`src/rtl/fine_punct_pkg.sv`:
```
package fine_punct_pkg;
  localparam int unsigned RATE_DEN = 16;
  localparam int unsigned RATE_MIN = 8;
  localparam int unsigned CNT_W    = 16;

  typedef struct packed {
    logic sof;
    logic par;
    logic data;
  } beat_t;
endpackage

```
`src/rtl/fp_rate_sel.sv`:
```
module fp_rate_sel #(
  parameter int unsigned DEN  = 16,
  parameter int unsigned NMIN = 8,
  localparam int unsigned NW  = $clog2(DEN) + 1
) (
  input  logic          clk_i,
  input  logic          rst_ni,
  input  logic          sof_fire_i,
  input  logic          sof_i,
  input  logic [NW-1:0] n_i,
  output logic [NW-1:0] n_eff_o,
  output logic          err_o
);
  localparam logic [NW-1:0] DEN_V = NW'(DEN);
  localparam logic [NW-1:0] MIN_V = NW'(NMIN);

  logic          bad;
  logic [NW-1:0] n_clamp, n_q;

  assign bad     = (n_i < MIN_V) || (n_i > DEN_V);
  assign n_clamp = bad ? DEN_V : n_i;
  assign n_eff_o = sof_i ? n_clamp : n_q;

  always_ff @(posedge clk_i or negedge rst_ni) begin
    if (!rst_ni) begin
      n_q   <= DEN_V;
      err_o <= 1'b0;
    end else if (sof_fire_i) begin
      n_q   <= n_clamp;
      err_o <= bad;
    end
  end
endmodule

```
`src/rtl/fp_keep_acc.sv`:
```
module fp_keep_acc #(
  parameter int unsigned DEN = 16,
  localparam int unsigned NW = $clog2(DEN) + 1
) (
  input  logic          clk_i,
  input  logic          rst_ni,
  input  logic          fire_i,
  input  logic          sof_i,
  input  logic          par_i,
  input  logic [NW-1:0] n_i,
  output logic          keep_o
);
  localparam logic [NW-1:0] DEN_V = NW'(DEN);

  logic [NW-1:0] acc_q, base, sum;
  logic          hit;

  assign base   = sof_i ? '0 : acc_q;
  assign sum    = base + n_i;
  assign hit    = sum >= DEN_V;
  // systematic bits bypass the fraction
  assign keep_o = !par_i || hit;

  always_ff @(posedge clk_i or negedge rst_ni) begin
    if (!rst_ni) begin
      acc_q <= '0;
    end else if (fire_i) begin
      if (par_i)      acc_q <= hit ? (sum - DEN_V) : sum;
      else if (sof_i) acc_q <= '0;
    end
  end
endmodule

```
`src/rtl/fp_out_stage.sv`:
```
module fp_out_stage
  import fine_punct_pkg::*;
(
  input  logic  clk_i,
  input  logic  rst_ni,
  input  logic  load_i,
  input  beat_t beat_i,
  input  logic  ready_i,
  output logic  valid_o,
  output beat_t beat_o
);
  always_ff @(posedge clk_i or negedge rst_ni) begin
    if (!rst_ni) begin
      valid_o <= 1'b0;
      beat_o  <= '0;
    end else if (load_i) begin
      valid_o <= 1'b1;
      beat_o  <= beat_i;
    end else if (ready_i) begin
      valid_o <= 1'b0;
    end
  end
endmodule

```
`src/rtl/fp_tx_count.sv`:
```
module fp_tx_count #(
  parameter int unsigned CW = 16
) (
  input  logic          clk_i,
  input  logic          rst_ni,
  input  logic          fire_i,
  input  logic          sof_i,
  input  logic          keep_i,
  output logic [CW-1:0] count_o
);
  always_ff @(posedge clk_i or negedge rst_ni) begin
    if (!rst_ni)               count_o <= '0;
    else if (fire_i && sof_i)  count_o <= CW'(keep_i);
    else if (fire_i && keep_i) count_o <= count_o + CW'(1);
  end
endmodule

```
`src/rtl/fine_punct.sv`:
```
module fine_punct
  import fine_punct_pkg::*;
#(
  parameter int unsigned DEN  = RATE_DEN,
  parameter int unsigned NMIN = RATE_MIN,
  parameter int unsigned CW   = CNT_W,
  localparam int unsigned NW  = $clog2(DEN) + 1
) (
  input  logic          clk_i,
  input  logic          rst_ni,
  input  logic          in_valid_i,
  output logic          in_ready_o,
  input  logic          in_data_i,
  input  logic          in_par_i,
  input  logic          in_sof_i,
  input  logic [NW-1:0] fine_n_i,
  output logic          out_valid_o,
  input  logic          out_ready_i,
  output logic          out_data_o,
  output logic          out_par_o,
  output logic          out_sof_o,
  output logic [CW-1:0] tx_count_o,
  output logic          rate_err_o
);
  logic          in_fire, keep, load, sof_pend_q;
  logic [NW-1:0] n_eff;
  beat_t         beat_in, beat_out;

  assign in_ready_o = !out_valid_o || out_ready_i;
  assign in_fire    = in_valid_i && in_ready_o;
  assign load       = in_fire && keep;

  fp_rate_sel #(.DEN(DEN), .NMIN(NMIN)) u_rate (
    .clk_i, .rst_ni,
    .sof_fire_i (in_fire && in_sof_i),
    .sof_i      (in_sof_i),
    .n_i        (fine_n_i),
    .n_eff_o    (n_eff),
    .err_o      (rate_err_o)
  );

  fp_keep_acc #(.DEN(DEN)) u_acc (
    .clk_i, .rst_ni,
    .fire_i (in_fire),
    .sof_i  (in_sof_i),
    .par_i  (in_par_i),
    .n_i    (n_eff),
    .keep_o (keep)
  );

  // carry the frame marker forward past a dropped first beat
  always_ff @(posedge clk_i or negedge rst_ni) begin
    if (!rst_ni)      sof_pend_q <= 1'b0;
    else if (in_fire) sof_pend_q <= !keep && (in_sof_i || sof_pend_q);
  end

  assign beat_in = '{sof: in_sof_i || sof_pend_q, par: in_par_i, data: in_data_i};

  fp_out_stage u_out (
    .clk_i, .rst_ni,
    .load_i  (load),
    .beat_i  (beat_in),
    .ready_i (out_ready_i),
    .valid_o (out_valid_o),
    .beat_o  (beat_out)
  );

  assign out_data_o = beat_out.data;
  assign out_par_o  = beat_out.par;
  assign out_sof_o  = beat_out.sof;

  fp_tx_count #(.CW(CW)) u_cnt (
    .clk_i, .rst_ni,
    .fire_i  (in_fire),
    .sof_i   (in_sof_i),
    .keep_i  (keep),
    .count_o (tx_count_o)
  );
endmodule

```
`config.mk`:
```
export PLATFORM = sky130hd
export DESIGN_NAME = fine_punct
export DESIGN_NICKNAME = d
export VERILOG_FILES = /design/src/rtl/fine_punct_pkg.sv /design/src/rtl/fp_rate_sel.sv /design/src/rtl/fp_keep_acc.sv /design/src/rtl/fp_out_stage.sv /design/src/rtl/fp_tx_count.sv /design/src/rtl/fine_punct.sv
export SDC_FILE = /design/constraint.sdc
export NUM_CORES = 1
export LEC_CHECK = 0
export CAP_MARGIN = 0
export CORE_MARGIN = 2
export CORE_UTILIZATION = 55
export CTS_CLUSTER_DIAMETER = 60
export DETAILED_ROUTE_END_ITERATION = 10
export MAX_ROUTING_LAYER = met4
export PLACE_DENSITY = 0.83
export SYNTH_ARGS = -nofsm -noshare
export SYNTH_HDL_FRONTEND = slang
export SYNTH_HIERARCHICAL = 1
export SYNTH_SLANG_ARGS = --single-unit
```
`constraint.sdc`:
```
create_clock -name clk_i -period 5.4 [get_ports clk_i]
set_input_delay 1.08 -clock clk_i [delete_from_list [all_inputs] [get_ports clk_i]]
set_output_delay 1.08 -clock clk_i [all_outputs]
set_load 0.005 [all_outputs]
```
==> results.cfg <==
[global_route]
antenna_found_initial = 0
grt_first_pass_wirelength_um = 6400
grt_use_total = 0.243
grt_pass1_vias = 1396
grt_start_max_net_pins = 33
gr-total-overflow = 0

[min_path]
hold_depth = 2
hp-class = reg -> reg

[timing]
finClkSkew_ps = 13.1
post-route-period-util = 0.810
fmax_mhz = 229
maxSlewHeadroom = 0.653
setup_tns_ps = 0
finalMaxSlewViolations = 0
rsz0062_at_grt = no
period_minus_slack_ps = 4380
fin_hold_ws_ps = 501
hold_viol = 0
setup_viol = 0
worst_slew_pin_slew_ps = 516

[yosys]
async_flop_share = 1.00
yosysTopAreaCell = dfrtp_1
ys_warn_count = 6
ys_top_cells_by_area = dfrtp_1, mux2_2, ha_1
synthCells = 174
synth.ff_latch_count = 32
synth.avg_cell_area_um2 = 10.2
synth.top_cell.area_share = 0.435
synth-main-ff-cell = dfrtp_1
synth_edf_count = 0
synth_most_common_cell = dfrtp_1
syn-cell-area_um2 = 1780
ys_types = 46
synth_common_cells = dfrtp_1, nand2_1, nor2_1, a21oi_1, mux2_2
synth_nets = 192
yosysSeqAreaShare = 0.450

[cells_and_area]
ff_latch_area_um2 = 802
area_growth_pct = 26.2
drive_gt1_frac = 0.178
multi_input_area_um2 = 927
fin_util = 0.731
fin_nets = 231
num_antenna_cells = 0
fillCellCount = 243
stdcell_count = 258

[worst_setup_path]
critical-path-max-stage-delay_ps = 590
worstPathRequired_ps = 5660
cp_data_arrival_time_ps = 4630
crit_path_cell_trace = clkdlybuf4s50_1, buf_4, nor2b_1, ha_1, inv_1, fa_1, nand2b_1, a21oi_1, xnor2_1, nand2_1, nand3_2, or4_4, or3_1, a21oi_1
crit_buf_inv = 3
cp_max_fo = 15
crit_family = simple AND/OR/NAND/NOR gates
cp-start-kind = primary input
ff2ff_path_depth = 12
critPathKind = in -> reg
cp-end-kind = register
cp_slowest_cell = or4_4
crit_cells = 14
path_common_cell = a21oi_1

[cts]
numCtsBuffers = 5
root_buffer = clkbuf_4
cts_tree = built
clk_pin_slew_ps = 100
cts_resized = 0
cts_num_sinks = 32
cts_buffer_depth = 2
worstSkewPairLatency_ps = 330
post_cts_buffers = 0
htree_levels = 2
cts_hold_buf = 0

[detailed_routing]
drc = 0
ant_nets = 0
vias = 1434
drt_iter0_markers = 75
routedWlPerCell_um = 14.7
wl_um = 3780
drt_pre_antenna_iters = 4
via_per_inst = 5.56

[power_and_ir_drop]
p_per_area_nw_per_um2 = 274
p_leak_nw = 0.972
max-vdd-ir-drop_mv = 0.231

[place]
gp_congestion = 0.896
dp_cells = 250
dp_hpwl_um = 2750
io_buffers = 33

[floorplanning]
dieArea_um2 = 3710
core_um2 = 3080
start_util = 0.579
io_pins = 34
die_h_um = 60.9
die_w_um = 60.9
rows = 20

[run_status]
run_status = finished clean

[run]
drv_cap = 0
power breakdown:
group	total [mW]	internal (mW)	switching [mW]
registers	0.284	0.264	0.0197
clock network	0.204	0.123	0.0814
logic	0.127	0.0704	0.0571
total	0.616	0.458	0.158
flip-flops by register name, summed over array words and instances, names as in the netlist:
| register | cells |
|---|---|
| u_out/valid_o | 1 |
| u_out/beat_o | 3 |
| u_rate/n_q | 5 |
| u_cnt/count_o | 16 |
| u_acc/acc_q | 5 |
| sof_pend_q | 1 |
| u_rate/err_o | 1 |
layout by cell type, fill, tap and decap left out, types with 4 or more instances in the layout:
| cell type | count |
|---|---|
| nand2_1 | 15 |
| and3b_1 | 4 |
| inv_1 | 7 |
| clkbuf_4 | 5 |
| ha_1 | 5 |
| xnor2_1 | 7 |
| nor2_1 | 15 |
| o21ai_0 | 8 |
| dfrtp_1 | 31 |
| or3_1 | 4 |
| clkdlybuf4s50_1 | 33 |
| mux2_2 | 11 |
| a21oi_1 | 12 |
logic make-up (layout without fill, tap and decap cells):
group / count (synthesis) / in the layout / share of synthesized area
simple gates: 72 / 72 / 0.237
compound gates: 34 / 34 / 0.123
flops: 32 / 32 / 0.450
mux: 11 / 11 / 0.0695
buf+inv: 10 / 50 / 0.0302
xor+xnor: 9 / 9 / 0.0442
fa+ha+maj: 6 / 6 / 0.0463
worst min-delay path, stage by stage (launching register included):
cell     delay [ps]
dfrtp_1         350
nand2_1          50
o21ai_1          70
final cells by class:
type,instances,share of cell area
clock inverter,1,0.0133
inverter,7,0.0117
multi-input combinational,132,0.412
timing repair buffer,35,0.153
clock buffer,7,0.0289
sequential,32,0.356
tap,44,0.0245
metal layers:
| layer | global-route usage | wire, µm | vias up |
|---|---|---|---|
| li1 | - | - | 694 |
| met1 | 0.309 | 1670 | 690 |
| met2 | 0.369 | 1860 | 42 |
| met3 | 0.0661 | 177 | 8 |
| met4 | 0.0932 | 71 | 0 |
| met5 | - | 0 | - |
per-stage QoR:
step           instance area (µm²)  setup slack [ps]  power, mW
2_1_floorplan                 1780              1580      0.353
3_3_place_gp                  2160               916      0.409
3_5_place_dp                  2160               753      0.415
4_1_cts                       2250              1090      0.621
5_1_grt                       2250               850      0.647
6_report                      2250              1020      0.616
worst paths after layout:
kind                                start                 to  slack (ps)
max reg2reg                u_acc/acc_q[0]  u_cnt/count_o[15]        2210
max in group asynchronous          rst_ni      u_rate/n_q[4]        3930
min reg2reg                u_acc/acc_q[3]     u_acc/acc_q[3]         500
min                        u_acc/acc_q[3]     u_acc/acc_q[3]         500
min in group asynchronous          rst_ni     u_acc/acc_q[4]        1140
max                              in_sof_i  u_cnt/count_o[15]        1020
No activity file was read; power rests on OpenSTA's default activity.
